## config.mk

```make
export PLATFORM = sky130hd
export DESIGN_NAME = xbus_read_steer
export DESIGN_NICKNAME = d
export VERILOG_FILES = /design/src/rtl/xbr_pkg.sv /design/src/rtl/xbr_port_regs.sv /design/src/rtl/xbr_target_sel.sv /design/src/rtl/xbr_xram.sv /design/src/rtl/xbus_read_steer.sv
export SDC_FILE = /design/constraint.sdc
export NUM_CORES = 2
export LEC_CHECK = 0
export ABC_AREA = 0
export BUFFER_PORTS_ARGS = -buffer_cell sky130_fd_sc_hd__buf_4
export CORE_MARGIN = 1
export CORE_UTILIZATION = 60
export DETAILED_ROUTE_END_ITERATION = 16
export HOLD_SLACK_MARGIN = 0.15
export PLACE_DENSITY = 0.77
export SLEW_MARGIN = 20
export SYNTH_ARGS = -nofsm -noshare
export SYNTH_HDL_FRONTEND = slang
export SYNTH_HIERARCHICAL = 1
export SYNTH_SLANG_ARGS = --single-unit
```

## constraint.sdc

```tcl
create_clock -name clk -period 3.8 [get_ports clk]
set_input_delay 0.38 -clock clk [delete_from_list [all_inputs] [get_ports clk]]
set_output_delay 0.38 -clock clk [all_outputs]
set_load 0.01 [all_outputs]
```

## src/rtl/xbr_pkg.sv

```systemverilog
package xbr_pkg;
  typedef enum logic [2:0] {
    TGT_NONE = 3'd0,
    TGT_VID  = 3'd1,
    TGT_RAM  = 3'd2,
    TGT_XVID = 3'd3,
    TGT_EROM = 3'd4,
    TGT_MROM = 3'd5
  } xbr_tgt_e;

  // port-1 select bit positions (active low except ROM_HI)
  localparam int P1_ROM_HI = 1;
  localparam int P1_VID_A  = 3;
  localparam int P1_RAM_N  = 4;
  localparam int P1_XVID_N = 5;
  localparam int P1_VID_B  = 6;
endpackage

```

## src/rtl/xbr_port_regs.sv

```systemverilog
module xbr_port_regs #(
  parameter int              P1_W   = 8,
  parameter int              P2_W   = 8,
  parameter logic [P1_W-1:0] P1_RST = '1,
  parameter logic [P2_W-1:0] P2_RST = '0
) (
  input  logic            clk,
  input  logic            rst_n,
  input  logic            p1_we,
  input  logic [P1_W-1:0] p1_wdata,
  input  logic            p2_we,
  input  logic [P2_W-1:0] p2_wdata,
  output logic [P1_W-1:0] p1_q,
  output logic [P2_W-1:0] p2_q
);
  logic [P1_W-1:0] p1_d;
  logic [P2_W-1:0] p2_d;

  always_comb begin
    p1_d = p1_we ? p1_wdata : p1_q;
    p2_d = p2_we ? p2_wdata : p2_q;
  end

  always_ff @(posedge clk or negedge rst_n) begin
    if (!rst_n) begin
      p1_q <= P1_RST;
      p2_q <= P2_RST;
    end else begin
      p1_q <= p1_d;
      p2_q <= p2_d;
    end
  end
endmodule

```

## src/rtl/xbr_target_sel.sv

```systemverilog
module xbr_target_sel
  import xbr_pkg::*;
#(
  parameter int P1_W = 8
) (
  input  logic [P1_W-1:0] p1,
  input  logic            rom_en,
  input  logic            mcart_en,
  output xbr_tgt_e        tgt
);
  logic vid_hit, ram_hit, xvid_hit, erom_hit, mrom_hit;

  always_comb begin
    vid_hit  = !p1[P1_VID_A] && !p1[P1_VID_B];
    ram_hit  = !p1[P1_RAM_N];
    xvid_hit = !p1[P1_XVID_N];
    erom_hit = rom_en && p1[P1_ROM_HI];
    mrom_hit = mcart_en && !p1[P1_ROM_HI] && !p1[P1_VID_B];
    if (vid_hit)       tgt = TGT_VID;
    else if (ram_hit)  tgt = TGT_RAM;
    else if (xvid_hit) tgt = TGT_XVID;
    else if (erom_hit) tgt = TGT_EROM;
    else if (mrom_hit) tgt = TGT_MROM;
    else               tgt = TGT_NONE;
  end
endmodule

```

## src/rtl/xbr_xram.sv

```systemverilog
module xbr_xram #(
  parameter int                ADDR_W      = 8,
  parameter int                DATA_W      = 8,
  parameter logic [ADDR_W-1:0] MIRROR_MASK = 8'h83,
  parameter logic [ADDR_W-1:0] BANK_IDX    = 8'h81
) (
  input  logic              clk,
  input  logic              mirror_en,
  input  logic              we,
  input  logic [ADDR_W-1:0] addr,
  input  logic [DATA_W-1:0] wdata,
  output logic [DATA_W-1:0] rdata,
  output logic [DATA_W-1:0] bank,
  output logic              hole
);
  localparam int DEPTH = 1 << ADDR_W;

  logic [DATA_W-1:0] mem [DEPTH];
  logic [ADDR_W-1:0] idx;
  logic              in_mirror;

  always_comb begin
    in_mirror = mirror_en && addr[ADDR_W-1];
    idx       = in_mirror ? (addr & MIRROR_MASK) : addr;
    hole      = in_mirror && ((addr & MIRROR_MASK) == MIRROR_MASK);
    rdata     = mem[idx];
    bank      = mem[BANK_IDX];
  end

  for (genvar g = 0; g < DEPTH; g++) begin : g_word
    always_ff @(posedge clk) begin
      if (we && (idx == ADDR_W'(g))) mem[g] <= wdata;
    end
  end
endmodule

```

## src/rtl/xbus_read_steer.sv

```systemverilog
module xbus_read_steer
  import xbr_pkg::*;
#(
  parameter int ADDR_W = 8,
  parameter int DATA_W = 8,
  parameter int P2_W   = 8,
  parameter int PAGE_W = 4,
  parameter int EROM_W = P2_W + ADDR_W,
  parameter int MROM_W = DATA_W + PAGE_W + ADDR_W
) (
  input  logic              clk,
  input  logic              rst_n,
  input  logic              cfg_rom_en,
  input  logic              cfg_mcart_en,
  input  logic              p1_we,
  input  logic [7:0]        p1_wdata,
  input  logic              p2_we,
  input  logic [P2_W-1:0]   p2_wdata,
  input  logic              rd_stb,
  input  logic              wr_stb,
  input  logic [ADDR_W-1:0] bus_addr,
  input  logic [DATA_W-1:0] wr_data,
  output logic [DATA_W-1:0] rd_data,
  output logic              rd_valid,
  output logic              vid_rd,
  input  logic [DATA_W-1:0] vid_rdata,
  output logic              xvid_rd,
  input  logic [DATA_W-1:0] xvid_rdata,
  output logic [EROM_W-1:0] erom_addr,
  input  logic [DATA_W-1:0] erom_rdata,
  output logic [MROM_W-1:0] mrom_addr,
  input  logic [DATA_W-1:0] mrom_rdata
);
  localparam logic [DATA_W-1:0] HOLE_BYTE = '1;

  logic [7:0]        p1_q;
  logic [P2_W-1:0]   p2_q;
  xbr_tgt_e          tgt;
  logic [DATA_W-1:0] ram_rdata, bank, sel_data;
  logic [DATA_W-1:0] rd_data_d;
  logic              rd_valid_d, ram_hole, ram_we;
  logic              unused_p1;

  assign unused_p1 = ^{p1_q[7], p1_q[2], p1_q[0]};

  xbr_port_regs #(.P1_W(8), .P2_W(P2_W)) u_ports (
    .clk(clk), .rst_n(rst_n),
    .p1_we(p1_we), .p1_wdata(p1_wdata),
    .p2_we(p2_we), .p2_wdata(p2_wdata),
    .p1_q(p1_q), .p2_q(p2_q)
  );

  xbr_target_sel #(.P1_W(8)) u_sel (
    .p1(p1_q), .rom_en(cfg_rom_en), .mcart_en(cfg_mcart_en), .tgt(tgt)
  );

  assign ram_we = wr_stb && (tgt == TGT_RAM);

  xbr_xram #(.ADDR_W(ADDR_W), .DATA_W(DATA_W)) u_ram (
    .clk(clk), .mirror_en(cfg_mcart_en), .we(ram_we), .addr(bus_addr),
    .wdata(wr_data), .rdata(ram_rdata), .bank(bank), .hole(ram_hole)
  );

  always_comb begin
    erom_addr = {p2_q, bus_addr};
    mrom_addr = {bank, p2_q[PAGE_W-1:0], bus_addr};
    vid_rd    = rd_stb && (tgt == TGT_VID);
    xvid_rd   = rd_stb && (tgt == TGT_XVID);
    unique case (tgt)
      TGT_VID:  sel_data = vid_rdata;
      TGT_RAM:  sel_data = ram_hole ? HOLE_BYTE : ram_rdata;
      TGT_XVID: sel_data = xvid_rdata;
      TGT_EROM: sel_data = erom_rdata;
      TGT_MROM: sel_data = mrom_rdata;
      default:  sel_data = '0;
    endcase
    rd_data_d  = rd_stb ? sel_data : rd_data;
    rd_valid_d = rd_stb;
  end

  always_ff @(posedge clk or negedge rst_n) begin
    if (!rst_n) begin
      rd_data  <= '0;
      rd_valid <= 1'b0;
    end else begin
      rd_data  <= rd_data_d;
      rd_valid <= rd_valid_d;
    end
  end
endmodule

```

-- Word-level counts from Yosys, hierarchy flattened
Memory sizes are Yosys's and may differ from the RTL's.
Index checks and enable logic that the tools add are counted.
- register bits after elaboration: 24
- latch bits: 0
- memory bits (writable): 2048
- memory bits (read-only): 0
- output and inout port bits: 47
- logic and storage cells: 2075
- memories: 1
- $add $sub $neg: 0
- $mul: 0
- divide/modulo/power cells: 0
- order comparisons: 0
- equal/unequal tests: 261
- shift operators: 0
- muxes and demuxes: 1285
- bitwise logic cells: 0
- reduce and logical (&&, ||, !) cells: 524
- memories (memory ; words ; width ; rd ports ; clocked after memory_dff ; write ports ; line ; source):
    u_ram.mem ; 256 ; 8 ; 2 ; 0 ; 1 ; xbr_xram.sv:18 ; logic [DATA_W-1:0] mem [DEPTH];
- operators by type and width (operator ; number):
    8-bit 2-to-1 mux ; 511
    8-bit OR reduction ; 255
    8-bit == test, second input constant ; 128
    1-bit 2-to-1 mux ; 767
    8-bit by 7-bit == test with 1-bit output, second input constant ; 64
    1-bit logical AND ; 265
    8-bit by 6-bit == test with 1-bit output, second input constant ; 32
    8-bit by 5-bit == test with 1-bit output, second input constant ; 16
    8-bit by 4-bit == test with 1-bit output, second input constant ; 8
    8-bit case mux with 5 select lines ; 1
    8-bit by 3-bit == test with 1-bit output, second input constant ; 4
    8-bit by 2-bit == test with 1-bit output, second input constant ; 2
    3-bit 2-to-1 mux ; 5
    3-bit == test, second input constant ; 3
    8-bit by 1-bit == test with 1-bit output, second input constant ; 1
    8-bit logical NOT ; 1
    7-bit 2-to-1 mux ; 1
    3-bit by 2-bit == test with 1-bit output, second input constant ; 2
    3-bit by 1-bit == test with 1-bit output, second input constant ; 1
    1-bit logical NOT ; 3

-- Longest topological paths before layout
- depth after elaboration: 269
- depth in mapped cells: 14
- depth with buffers taken out: 10

-- Cells and area by module
The synthesis kept the hierarchy.
- modules (own cells, without submodules) (module ; times used ; cells an instance ; area each (sq um) ; seq. area each (sq um)):
    xbr_xram ; 1 ; 3496 ; 78736.8 ; 61499.0
    xbus_read_steer ; 1 ; 104 ; 918.4 ; 225.2
    xbr_port_regs ; 1 ; 34 ; 673.1 ; 410.4
    xbr_target_sel ; 1 ; 8 ; 57.6 ; 0.0

-- Worst setup path after synthesis
No wires, ideal clock.
- path kind: in2reg
- start point: input port bus_addr[0]
- end point: register rd_data[6]
- setup time: 0.133 ns
- data arrival time: 3.035 ns
- data required time: 3.667 ns
- setup slack: 0.631 ns
- cell stages on the path: 12
- path buffers: 4
- path through: buf_6 buf_6 buf_2 buf_2 mux4_2 a221oi_1 o221ai_1 o221ai_1 o31ai_1 o311a_1 a311oi_1 o22ai_1
- longest elaborated chain between the ends: 4
- elaborated cells between the ends (all ways): 6
- those cells by class: eq/ne (1); mux (3); reduce/logical (1); memory (1)
- RTL lines (item ; line ; source):
    from (decl) ; xbus_read_steer.sv:21 ; input logic [ADDR_W-1:0] bus_addr,
    7-bit 2-to-1 mux ; xbr_xram.sv:24 ; idx = in_mirror ? (addr & MIRROR_MASK) : addr;
    memory read 256 x 8 bit ; n/a ;
    net ram_rdata[6] ; xbus_read_steer.sv:39 ; logic [DATA_W-1:0] ram_rdata, bank, sel_data;
    8-bit 2-to-1 mux ; xbus_read_steer.sv:71 ; TGT_RAM: sel_data = ram_hole ? HOLE_BYTE : ram_rdata;
    8-bit case mux with 5 select lines ; xbus_read_steer.sv:69 ; unique case (tgt)
    to (signal assigned) ; xbus_read_steer.sv:86 ; rd_data <= rd_data_d;
    to (decl) ; xbus_read_steer.sv:23 ; output logic [DATA_W-1:0] rd_data,
The timed path passes the listed nets, and every way through them passes these cells.
A chain may end at the register's enable or synchronous reset.

==> impl_metrics.tcl <==
set metrics [dict create \
    finalWirelength_um 202000 \
    startpoint_type "flip-flop" \
    wl_per_cell_um 32.2 \
    avgSynthCellArea_um2 22.1 \
    nets 4404 \
    p_total_uw 47900 \
    cp_max_fo 1 \
    drv_cap 0 \
    cts_root_buf "clkbuf_16" \
    critPathKind "reg -> reg" \
    powerDensity_nw_per_um2 508 \
    boundaryPins 119 \
    cp.arrival_ps 4470 \
    period_share_pct 99.8 \
    dpl-instance-area_um2 87100 \
    setup-violations-final 0 \
    drive_above_1_share_pct 36.3 \
    vdd_drop_max_mv 0.495 \
    antenna_found_initial 8 \
    hold_viol_final 0 \
    initial_core_util_pct 60.7 \
    gp_congestion 0.901 \
    die_w_um 368 \
    fp.coreArea_um2 132000 \
    clk_path_buf_depth 3 \
    cts_setup_buffers 0 \
    final_cell_area_um2 94200 \
    vias 42400 \
    track_usage_pct 30.1 \
    hpwl_um 120000 \
    cts_buffers 197 \
    power_leakage_uw 0.0306 \
    finClkSkew_ps 21.2 \
    max_slew_margin_pct 29.7 \
    final_cells 6255 \
    die_y_um 368 \
    hp-class "in -> reg" \
    cp.required_ps 4480 \
    cts.clk_slew.worst_paths_ps 60 \
    rsz0062_at_grt "true" \
    grt_pass1_wl_um 291000 \
    outcome "complete, no violations" \
    area_growth_pct 17.4 \
    max_freq_mhz 264 \
    period_minus_slack_ps 3790 \
    first_pass_iters 9 \
    clock-sinks 2070 \
    synth_warnings 6 \
    port_buffers 115 \
    htree_levels 4 \
    drc 0 \
    cts_tree "done" \
    drv_slew 0 \
    fp-row-count 133 \
    drt-vias-per-instance 6.78 \
    grt_max_degree 136 \
    insertion_delay_ps 820 \
    syn_inst 3636 \
    tightest_slew_ps 1040 \
    drt_iter0_markers 6479 \
    syn_nets 3708 \
    grt_pass1_vias 42700 \
    dieArea_um2 135000 \
    syn_area_um2 80300 \
    worstSetupEndpointType "flip-flop" \
    grt_overflow 0 \
    place_inst 5829 \
    ant_nets 0 \
]
-- placed cells by master (no fill, tap or decap), types with 17 or more instances in the layout --
master	count
buf_12	53
clkinv_1	33
o22ai_1	49
dlygate4sd3_1	59
bufinv_16	23
a22oi_1	25
nor2_1	283
nand2_1	43
edfxtp_1	2048
clkbuf_16	202
a222oi_1	102
clkinv_2	44
mux4_2	510
mux2_2	102
clkbuf_1	38
dfrtp_1	17
buf_4	628
-- registers in the layout (all words and copies together), names as in the netlist --
signal / count
rd_data: 8
rd_valid: 1
u_ports/p1_q: 5
u_ports/p2_q: 8
u_ram/mem: 2048
-- per-layer routing --
layer / GRT usage, % / wire, um / up-vias
li1: - / - / 16900
met3: 6.94 / 24700 / 481
met2: 47.4 / 97100 / 3137
met4: 12.2 / 8430 / 10
met1: 41.4 / 71200 / 21900
met5: 0.783 / 204 / -
-- final timing paths --
path                                         from           endpoint  slack (ps)  depth (start not counted)
worst max register to register  u_ram/mem[188][0]         rd_data[0]           8                         12
worst min register to register         rd_data[2]         rd_data[2]         530                          2
worst min-delay path                   wr_data[5]  u_ram/mem[151][5]         230                          1
min in group asynchronous                   rst_n    u_ports/p1_q[4]         660                          3
max in group asynchronous                   rst_n    u_ports/p2_q[3]        1890                          4
worst max-delay path            u_ram/mem[188][0]         rd_data[0]           8                         12
-- power breakdown --
| group | switching, uW | internal, uW |
|---|---|---|
| clock | 8390 | 11300 |
| combinational | 1740 | 1270 |
| sequential | 30.3 | 25100 |
| total | 10200 | 37700 |
-- critical path, cell delays in order, from the launching register on --
cell and delay, ps:
edfxtp_1 410, mux4_2 490, mux2_2 320, a222oi_1 370
o22ai_1 150, nor2_2 350, buf_4 180, o211ai_1 210
nor2_1 170, a2bb2oi_1 170, o221a_1 200, dlygate4sd3_1 560
o22ai_1 70
-- metrics by stage --
stage,TNS [ps],hold slack (ps),setup slack (ps),util [%]
5_1_grt,-103,263,-103,71.3
6_report,0,227,7.50,71.3
2_1_floorplan,0,84.4,631,-
3_5_place_dp,-3840,290,-709,65.9
3_3_place_gp,-3770,284,-741,65.9
4_1_cts,0,233,31.9,71.3
-- timing repair --
action | 4_1_cts | 5_1_grt
pin swaps | 0 | 2
resized for setup | 1 | 8
endpoints found under the setup margin | 1 | 6
gates cloned | 0 | 0
hold buffers | 59 | 0
endpoints found under the hold margin | 46 | 0
-- layout make-up --
type	instances	area, um^2
Fill cell	7280	37900
Clock inverter	124	1260
Tap cell	1755	2200
Timing Repair Buffer	749	6490
Clock buffer	241	5210
Inverter	11	46.3
Antenna cell	2	5.00
Multi-Input combinational cell	1303	17000
Sequential cell	2070	62100
No activity file was read; power rests on OpenSTA's default activity.
